--- config.mk ---
export PLATFORM = sky130hd
export DESIGN_NAME = gpio_bank
export DESIGN_NICKNAME = d
export VERILOG_FILES = /design/src/rtl/gpio_bank_pkg.sv /design/src/rtl/gpio_sync_chain.sv /design/src/rtl/gpio_edge_stat.sv /design/src/rtl/gpio_pin_mux.sv /design/src/rtl/gpio_bank.sv
export SDC_FILE = /design/constraint.sdc
export NUM_CORES = 1
export LEC_CHECK = 0
export BUFFER_PORTS_ARGS = -buffer_cell sky130_fd_sc_hd__buf_2
export CAP_MARGIN = 5
export CORE_ASPECT_RATIO = 1.75
export CORE_MARGIN = 5
export CORE_UTILIZATION = 50
export DETAILED_ROUTE_END_ITERATION = 16
export GPL_TIMING_DRIVEN = 0
export PLACE_DENSITY = 0.76
export SETUP_SLACK_MARGIN = 0.4
export SYNTH_ARGS = -nofsm -noshare
export SYNTH_HDL_FRONTEND = slang
export SYNTH_SLANG_ARGS = --single-unit
export TNS_END_PERCENT = 30
--- constraint.sdc ---
create_clock -name clk_i -period 2.48 [get_ports clk_i]
set_clock_uncertainty 0.05 [all_clocks]
set_input_delay 0.744 -clock clk_i [delete_from_list [all_inputs] [get_ports clk_i]]
set_output_delay 0.744 -clock clk_i [all_outputs]
set_load 0.05 [all_outputs]
--- src/rtl/gpio_bank_pkg.sv ---
`timescale 1ns/1ps
package gpio_bank_pkg;
  localparam int ADDR_W = 4;
  localparam logic [ADDR_W-1:0] A_DIR   = 4'd0;
  localparam logic [ADDR_W-1:0] A_OUT   = 4'd1;
  localparam logic [ADDR_W-1:0] A_SET   = 4'd2;
  localparam logic [ADDR_W-1:0] A_CLR   = 4'd3;
  localparam logic [ADDR_W-1:0] A_LEVEL = 4'd4;
  localparam logic [ADDR_W-1:0] A_REN   = 4'd5;
  localparam logic [ADDR_W-1:0] A_FEN   = 4'd6;
  localparam logic [ADDR_W-1:0] A_ALT   = 4'd7;
  localparam logic [ADDR_W-1:0] A_RSTAT = 4'd8;
  localparam logic [ADDR_W-1:0] A_FSTAT = 4'd9;
  localparam logic [ADDR_W-1:0] A_CTRL  = 4'd10;
endpackage

--- src/rtl/gpio_sync_chain.sv ---
`timescale 1ns/1ps
module gpio_sync_chain #(
  parameter int W = 8
) (
  input  logic         clk_i,
  input  logic         rst_ni,
  input  logic [W-1:0] d_i,
  output logic [W-1:0] sync_o,
  output logic [W-1:0] prev_o
);
  logic [W-1:0] s1_q, s2_q, s3_q;

  always_ff @(posedge clk_i or negedge rst_ni) begin
    if (!rst_ni) begin
      s1_q <= '0;
      s2_q <= '0;
      s3_q <= '0;
    end else begin
      s1_q <= d_i;
      s2_q <= s1_q;
      s3_q <= s2_q;
    end
  end

  assign sync_o = s2_q;
  assign prev_o = s3_q;
endmodule

--- src/rtl/gpio_edge_stat.sv ---
`timescale 1ns/1ps
module gpio_edge_stat #(
  parameter int W      = 8,
  parameter bit RISING = 1'b1
) (
  input  logic         clk_i,
  input  logic         rst_ni,
  input  logic         soft_rst_i,
  input  logic [W-1:0] cur_i,
  input  logic [W-1:0] prev_i,
  input  logic         arm_i,
  input  logic [W-1:0] en_i,
  input  logic [W-1:0] clr_i,
  output logic [W-1:0] stat_o
);
  logic [W-1:0] trans, hit, stat_q;

  generate
    if (RISING) begin : g_rise
      assign trans = cur_i & ~prev_i;
    end else begin : g_fall
      assign trans = ~cur_i & prev_i;
    end
  endgenerate

  assign hit = trans & en_i & {W{arm_i}};

  // new edge wins over a same-cycle clear
  always_ff @(posedge clk_i or negedge rst_ni) begin
    if (!rst_ni)         stat_q <= '0;
    else if (soft_rst_i) stat_q <= '0;
    else                 stat_q <= (stat_q & ~clr_i) | hit;
  end

  assign stat_o = stat_q;
endmodule

--- src/rtl/gpio_pin_mux.sv ---
`timescale 1ns/1ps
module gpio_pin_mux #(
  parameter int W = 8
) (
  input  logic [W-1:0] dir_i,
  input  logic [W-1:0] out_i,
  input  logic [W-1:0] alt_sel_i,
  input  logic [W-1:0] alt_out_i,
  input  logic [W-1:0] alt_oe_i,
  input  logic [W-1:0] pad_i,
  output logic [W-1:0] pad_o,
  output logic [W-1:0] pad_oe_o,
  output logic [W-1:0] alt_in_o
);
  generate
    for (genvar k = 0; k < W; k++) begin : g_pin
      assign pad_o[k]    = alt_sel_i[k] ? alt_out_i[k] : out_i[k];
      assign pad_oe_o[k] = alt_sel_i[k] ? alt_oe_i[k]  : dir_i[k];
      assign alt_in_o[k] = alt_sel_i[k] & pad_i[k];
    end
  endgenerate
endmodule

--- src/rtl/gpio_bank.sv ---
`timescale 1ns/1ps
module gpio_bank
  import gpio_bank_pkg::*;
#(
  parameter int NUM_PINS  = 8,
  parameter int WAKE_PINS = 2
) (
  input  logic                clk_i,
  input  logic                rst_ni,
  input  logic                soft_rst_i,
  input  logic                wr_en_i,
  input  logic [ADDR_W-1:0]   addr_i,
  input  logic [NUM_PINS-1:0] wdata_i,
  output logic [NUM_PINS-1:0] rdata_o,
  input  logic [NUM_PINS-1:0] gpio_i,
  output logic [NUM_PINS-1:0] gpio_o,
  output logic [NUM_PINS-1:0] gpio_oe_o,
  input  logic [NUM_PINS-1:0] alt_out_i,
  input  logic [NUM_PINS-1:0] alt_oe_i,
  output logic [NUM_PINS-1:0] alt_in_o,
  output logic                wake_o
);
  localparam logic [NUM_PINS-1:0] WAKE_MASK =
    {{(NUM_PINS-WAKE_PINS){1'b0}}, {WAKE_PINS{1'b1}}};
  localparam logic [NUM_PINS-1:0] ALT_MASK = ~WAKE_MASK;

  logic [NUM_PINS-1:0] dir_q, out_q, rise_en_q, fall_en_q, alt_q;
  logic                hold_q;
  logic [NUM_PINS-1:0] sync_lvl, prev_lvl, rise_stat, fall_stat;
  logic [NUM_PINS-1:0] rise_clr, fall_clr;

  function automatic logic wr_at(input logic [ADDR_W-1:0] a);
    return wr_en_i && (addr_i == a);
  endfunction

  always_ff @(posedge clk_i or negedge rst_ni) begin
    if (!rst_ni) begin
      dir_q     <= '0;
      out_q     <= '0;
      alt_q     <= '0;
      hold_q    <= 1'b1;
      rise_en_q <= WAKE_MASK;
      fall_en_q <= WAKE_MASK;
    end else if (soft_rst_i) begin
      dir_q     <= '0;
      out_q     <= '0;
      alt_q     <= '0;
      hold_q    <= 1'b1;
      rise_en_q <= '0;
      fall_en_q <= '0;
    end else begin
      if (wr_at(A_DIR))  dir_q     <= wdata_i;
      if (wr_at(A_OUT))  out_q     <= wdata_i;
      if (wr_at(A_SET))  out_q     <= out_q | wdata_i;
      if (wr_at(A_CLR))  out_q     <= out_q & ~wdata_i;
      if (wr_at(A_REN))  rise_en_q <= wdata_i;
      if (wr_at(A_FEN))  fall_en_q <= wdata_i;
      if (wr_at(A_ALT))  alt_q     <= wdata_i & ALT_MASK;
      if (wr_at(A_CTRL)) hold_q    <= wdata_i[0];
    end
  end

  assign rise_clr = wr_at(A_RSTAT) ? wdata_i : '0;
  assign fall_clr = wr_at(A_FSTAT) ? wdata_i : '0;

  // chain keeps sampling under hold so release sees no stale transition
  gpio_sync_chain #(.W(NUM_PINS)) u_sync (
    .clk_i (clk_i), .rst_ni(rst_ni), .d_i(gpio_i),
    .sync_o(sync_lvl), .prev_o(prev_lvl)
  );

  gpio_edge_stat #(.W(NUM_PINS), .RISING(1'b1)) u_rise (
    .clk_i(clk_i), .rst_ni(rst_ni), .soft_rst_i(soft_rst_i),
    .cur_i(sync_lvl), .prev_i(prev_lvl), .arm_i(~hold_q),
    .en_i(rise_en_q), .clr_i(rise_clr), .stat_o(rise_stat)
  );

  gpio_edge_stat #(.W(NUM_PINS), .RISING(1'b0)) u_fall (
    .clk_i(clk_i), .rst_ni(rst_ni), .soft_rst_i(soft_rst_i),
    .cur_i(sync_lvl), .prev_i(prev_lvl), .arm_i(~hold_q),
    .en_i(fall_en_q), .clr_i(fall_clr), .stat_o(fall_stat)
  );

  gpio_pin_mux #(.W(NUM_PINS)) u_mux (
    .dir_i(dir_q), .out_i(out_q), .alt_sel_i(alt_q),
    .alt_out_i(alt_out_i), .alt_oe_i(alt_oe_i), .pad_i(gpio_i),
    .pad_o(gpio_o), .pad_oe_o(gpio_oe_o), .alt_in_o(alt_in_o)
  );

  assign wake_o = |((rise_stat & rise_en_q) | (fall_stat & fall_en_q));

  always_comb begin
    rdata_o = '0;
    case (addr_i)
      A_DIR:   rdata_o = dir_q;
      A_OUT,
      A_SET,
      A_CLR:   rdata_o = out_q;
      A_LEVEL: rdata_o = hold_q ? '0 : sync_lvl;
      A_REN:   rdata_o = rise_en_q;
      A_FEN:   rdata_o = fall_en_q;
      A_ALT:   rdata_o = alt_q;
      A_RSTAT: rdata_o = rise_stat;
      A_FSTAT: rdata_o = fall_stat;
      A_CTRL:  rdata_o[0] = hold_q;
      default: rdata_o = '0;
    endcase
  end
endmodule

Word level (Yosys, flattened, before mapping)
Cells that the tools add are included.
Storage, ports and cells
  word-level logic and storage cells: 106
  output and inout port bits: 33
  flip-flop bits (word level): 81
  bits of input ports: 40
Cells by class
  equality and inequality tests: 10
  bitwise operators: 29
  muxes and demuxes: 37
  reductions and logical operators: 19
Operator list (count)
  $mux 8: 17
  $and 8x8->8: 11
  $pmux 7 s8: 1
  $not 8->8: 5
  $or 8x8->8: 4
  $mux 1: 18
  $eq 4x3->1 const B: 4
  $eq 4x4->1 const B: 3
  $logic_and 1x1->1: 10
  $reduce_bool 2->1: 5
  $pmux 1 s9: 1
  $and 1x1->1: 8
  $eq 4x2->1 const B: 2
  $reduce_or 8->1: 1
  $eq 4x1->1 const B: 1
  $logic_not 4->1: 1
  $reduce_bool 4->1: 1
  $reduce_or 3->1: 1
  $not 1->1: 1

Depth between registers and ports, before layout
  word-level depth: 7
  gate-level depth with buffers: 7
  depth with buffers taken out: 4

Cells and area by module
A second synthesis with hierarchy kept.
Unflattened totals
  cell total of the unflattened synthesis: 391
  area total of the unflattened synthesis: 4166.5 µm²
By module, submodules not included
  gpio_bank: area an instance 2538.7 µm², times used 1, seq. area each 982.2 µm², cells an instance 275
  gpio_edge_stat: area an instance 371.6 µm², times used 2, seq. area each 200.2 µm², cells an instance 34
  gpio_sync_chain: area an instance 600.6 µm², times used 1, seq. area each 600.6 µm², cells an instance 24
  gpio_pin_mux: area an instance 284.0 µm², times used 1, seq. area each 0.0 µm², cells an instance 24

Worst setup path before layout
OpenSTA, ideal clock, no wires.
  kind: input to output
  start: input addr_i[3]
  end: output rdata_o[4]
  slack: -0.867 ns
  stages on the path: 4
  arrival: 2.553 ns
  data required time: 1.686 ns
  buffers on the path: 1
  path through: buf_2 > nor3b_2 > a221oi_1 > o21ai_0
Between the ends
  word-level cells in the longest chain between the ends: 3
  elaborated cells on any way between the ends: 12
  those cells by class: 9 x eq/ne; 1 x mux; 2 x reduce/logical
Ends and longest elaborated chain
  from (decl): line gpio_bank.sv:12  | input logic [ADDR_W-1:0] addr_i,
  $eq 4x1->1 or $eq 4x2->1 (tied branches): line gpio_bank.sv:94  | case (addr_i)
  $reduce_or 3->1: line gpio_bank.sv:94
  $pmux 7 s8 *: line gpio_bank.sv:94
  to (decl): line gpio_bank.sv:14  | output logic [NUM_PINS-1:0] rdata_o,
Mark *: on every way between the ends. The rest lies on a longest branch, timed or not.

Worst setup path after layout
  start: input addr_i[2]
  end: output rdata_o[0]
Between the ends
  word-level cells in the longest chain between the ends: 3
  elaborated cells on any way between the ends: 13
  those cells by class: 10 x eq/ne; 1 x mux; 2 x reduce/logical
Ends and longest elaborated chain (line)
  $eq 4x1->1 or $eq 4x2->1 (tied branches): gpio_bank.sv:94
  $reduce_or 3->1: gpio_bank.sv:94
  $pmux 1 s9 *: gpio_bank.sv:94
Marked as above.

==> results.cfg <==
[status]
status = finished, violations left
violations = negative setup slack

[timing]
timing.fmax_mhz = 343
slew_violations = 0
hold_viol = 0
fin_crit_sh_pct = 118
fin_ws_ns = -0.436
max_slew_margin_pct = 50.5
worstMarginPinSlew_ns = 0.742
setup_violations = 8
period_minus_slack_ns = 2.92
rsz0062_at_grt = yes

[floorplan]
die_y_um = 129
design.die.area_um2 = 10100
die_w_um = 78.0
ioPinCount = 73
initial_core_util_pct = 51.1
rows = 43
core_um2 = 7910

[placement]
placed_cells = 551
dp_worst_setup_slack_ns = -0.585
io_buffer_count = 63
placed_cell_area_um2 = 4600
place.detailed.hpwl_um = 9030
gp_congestion = 1.02

[clocking]
h-tree-depth = 3
cts.reportedPaths.clkPinSlew_ns = 0.06
cts_buffer_depth = 2
clock_latency_ns = 0.35
cts_root_buf = clkbuf_16
clkSinkCount = 79
cts_tree = yes
numCtsBuffers = 9

[detailed_routing]
ant_nets = 0
wl_per_cell_um = 23.8
wl_um = 13800
drc_errors = 0
first_iter_violations = 461
vias_per_cell = 6.54
via_count = 3801
first_pass_iters = 5

[logic_synthesis]
synth_seq_cells = 79
synth_edf_count = 0
yosys_warnings = 0
ys.flop_type = dfrtp_1
ys_seq_area_share_pct = 49.0
avgSynthCellArea_um2 = 10.2
syn_inst = 396
synth_cell_type_count = 50
netlist_area_um2 = 4040
ys_async_sr_fraction_pct = 100

[worst_setup_path]
worstPathArrival_ns = 2.12
critPathKind = input port to output pin
worst_r2r_path_depth = 5
required_ns = 1.69
start_kind = input port
critPathCaptureType = output pin
crit_path_max_fanout = 6

[global_route]
grt_pass1_wl_um = 21300
grt.total_usage_pct = 27.8
grt_pass1_vias = 3869
grt_remaining_overflow = 0
grt_antenna_before_repair = 0
grt_max_degree = 65

[finish]
synthToLayoutAreaGrowth_pct = 33.2
nNetsFinal = 526
post_route_cells_drive_above_1_share_pct = 35.6
fin_area_um2 = 5390
final_core_util_pct = 68.1
n_fill_cell = 610
diodes = 0
stdcell_count = 581

[pwr]
leakagePower_nw = 2.38
fin_total_pwr_mw = 3.09
worst_ir_drop_vdd_v = 0.000407
power.density_nw_per_um2 = 574

[min_path]
min_path_type = input port to asynchronous set/reset pin

[flow_run]
max_cap_viol_count = 0
[final timing paths]
check | from | end | slack, ns
worst max-delay path | addr_i[2] | rdata_o[0] | -0.44
worst min-delay path | rst_ni | u_sync.s1_q[7] | 0.21
worst max register to register | hold_q | u_rise.stat_o[3] | 0.77
worst min register to register | u_sync.s1_q[0] | u_sync.sync_o[0] | 0.30
max in group asynchronous | rst_ni | fall_en_q[0] | 1.54
min in group clk_i | u_sync.s1_q[0] | u_sync.sync_o[0] | 0.30
[power by group]
group | switching [mW] | internal [mW] | total (mW) | leakage (nW)
logic | 0.227 | 0.139 | 0.366 | 1.21
registers | 0.0262 | 1.32 | 1.35 | 1.02
clock network | 0.515 | 0.862 | 1.38 | 0.149
total | 0.768 | 2.32 | 3.09 | 2.38
[cells in the final DEF (no fill, tap or decap), drive strengths merged, types with 8 or more instances in the layout]
| cell | Yosys | final |
|---|---|---|
| buf | 21 | 101 |
| dfrtp | 74 | 74 |
| a21oi | 35 | 35 |
| nor2 | 34 | 34 |
| o21ai | 29 | 29 |
| mux2i | 24 | 24 |
| clkbuf | 11 | 23 |
| nand2 | 21 | 21 |
| nand3 | 20 | 20 |
| nor2b | 15 | 15 |
| mux2 | 14 | 14 |
| inv | 12 | 12 |
| a221oi | 9 | 9 |
| nand4bb | 8 | 8 |
[cell families (layout without fill, tap and decap cells)]
family / Yosys count / in the layout / share of synthesized area [%]
muxes: 39 / 39 / 10.4
DFF: 79 / 79 / 49.0
and+or+nand+nor: 126 / 126 / 17.4
other: 1 / 2 / 0.0927
buffers and inverters: 44 / 138 / 6.06
AOI/OAI and AO/OA: 107 / 107 / 17.0
[state kept, by name (all words and copies together), names as in the netlist]
register / count
hold_q: 1
dir_q: 8
u_sync.sync_o: 8
u_sync.s1_q: 8
out_q: 8
u_fall.stat_o: 8
alt_q: 6
fall_en_q: 8
rise_en_q: 8
u_sync.prev_o: 8
u_rise.stat_o: 8
[through the flow]
step                      hold slack [ns]  setup TNS, ns
after global routing                0.225          -2.97
after global placement              0.282          -3.56
after CTS                           0.214          -2.75
after detailed placement            0.286          -3.60
after floorplan                     0.281          -1.62
final                               0.207          -2.76
[cell usage after synthesis, types with 2 or more instances]
cell | count | area share [%]
and3_1 | 5 | 0.77
o21ai_0 | 29 | 3.6
a32oi_1 | 7 | 1.5
buf_4 | 9 | 1.7
a22o_1 | 7 | 1.5
mux2i_1 | 24 | 5.9
nand3b_1 | 2 | 0.37
nor2_1 | 33 | 3.1
a22oi_1 | 5 | 0.93
dfrtp_1 | 74 | 46
nand3_1 | 20 | 2.5
clkbuf_1 | 10 | 0.93
and2_1 | 7 | 1.1
a221oi_1 | 9 | 1.9
nor3b_1 | 2 | 0.37
a31oi_1 | 2 | 0.31
buf_6 | 5 | 1.4
nor2b_1 | 14 | 2.2
nand2_1 | 21 | 1.9
dfstp_2 | 5 | 3.2
inv_1 | 12 | 1.1
mux2_2 | 14 | 3.9
buf_2 | 6 | 0.74
a21oi_1 | 35 | 4.3
and3b_1 | 2 | 0.43
nand4bb_1 | 8 | 2.2
nor3b_2 | 2 | 0.62
nand2b_1 | 4 | 0.62
o221ai_1 | 2 | 0.43
[final cells by class]
cell class                 instances  area (um2)  area share (%)
timing repair buffer              78         623            11.6
sequential                        79        1990            37.0
clock buffer                      14         274            5.09
inverter                          12        45.0           0.836
buffer                            32         293            5.44
multi-input combinational        274        2010            37.3
tap                               90         113            2.09
clock inverter                     2        37.5           0.697
[routing by layer]
metal  part of all wire, %  global-route usage, %  routed length, um  vias up
met5                     0                      0                  0        -
met3                   8.8                   6.86               1210       95
met1                    36                   33.0               4930     1852
met4                   7.3                   18.7               1010        0
met2                    48                   44.3               6660      248
li1                      -                      -                  -     1606
[critical path, stage by stage]
cell	delay (ns)
buf_6	0.10
buf_8	0.11
nor2b_4	0.12
buf_6	0.12
a22oi_1	0.14
o21ai_0	0.11
a2111o_2	0.50
buf_8	0.16
[timing repair]
| action | in CTS | in global routing |
|---|---|---|
| endpoints found under the hold margin | 0 | 0 |
| pin swaps | 12 | 10 |
| hold buffers | 0 | 0 |
| gates cloned | 1 | 0 |
| setup endpoints to repair | 20 | 42 |
| gates resized for setup | 76 | 31 |
| buffers inserted | 10 | 3 |
No activity file was read; power rests on OpenSTA's default activity.
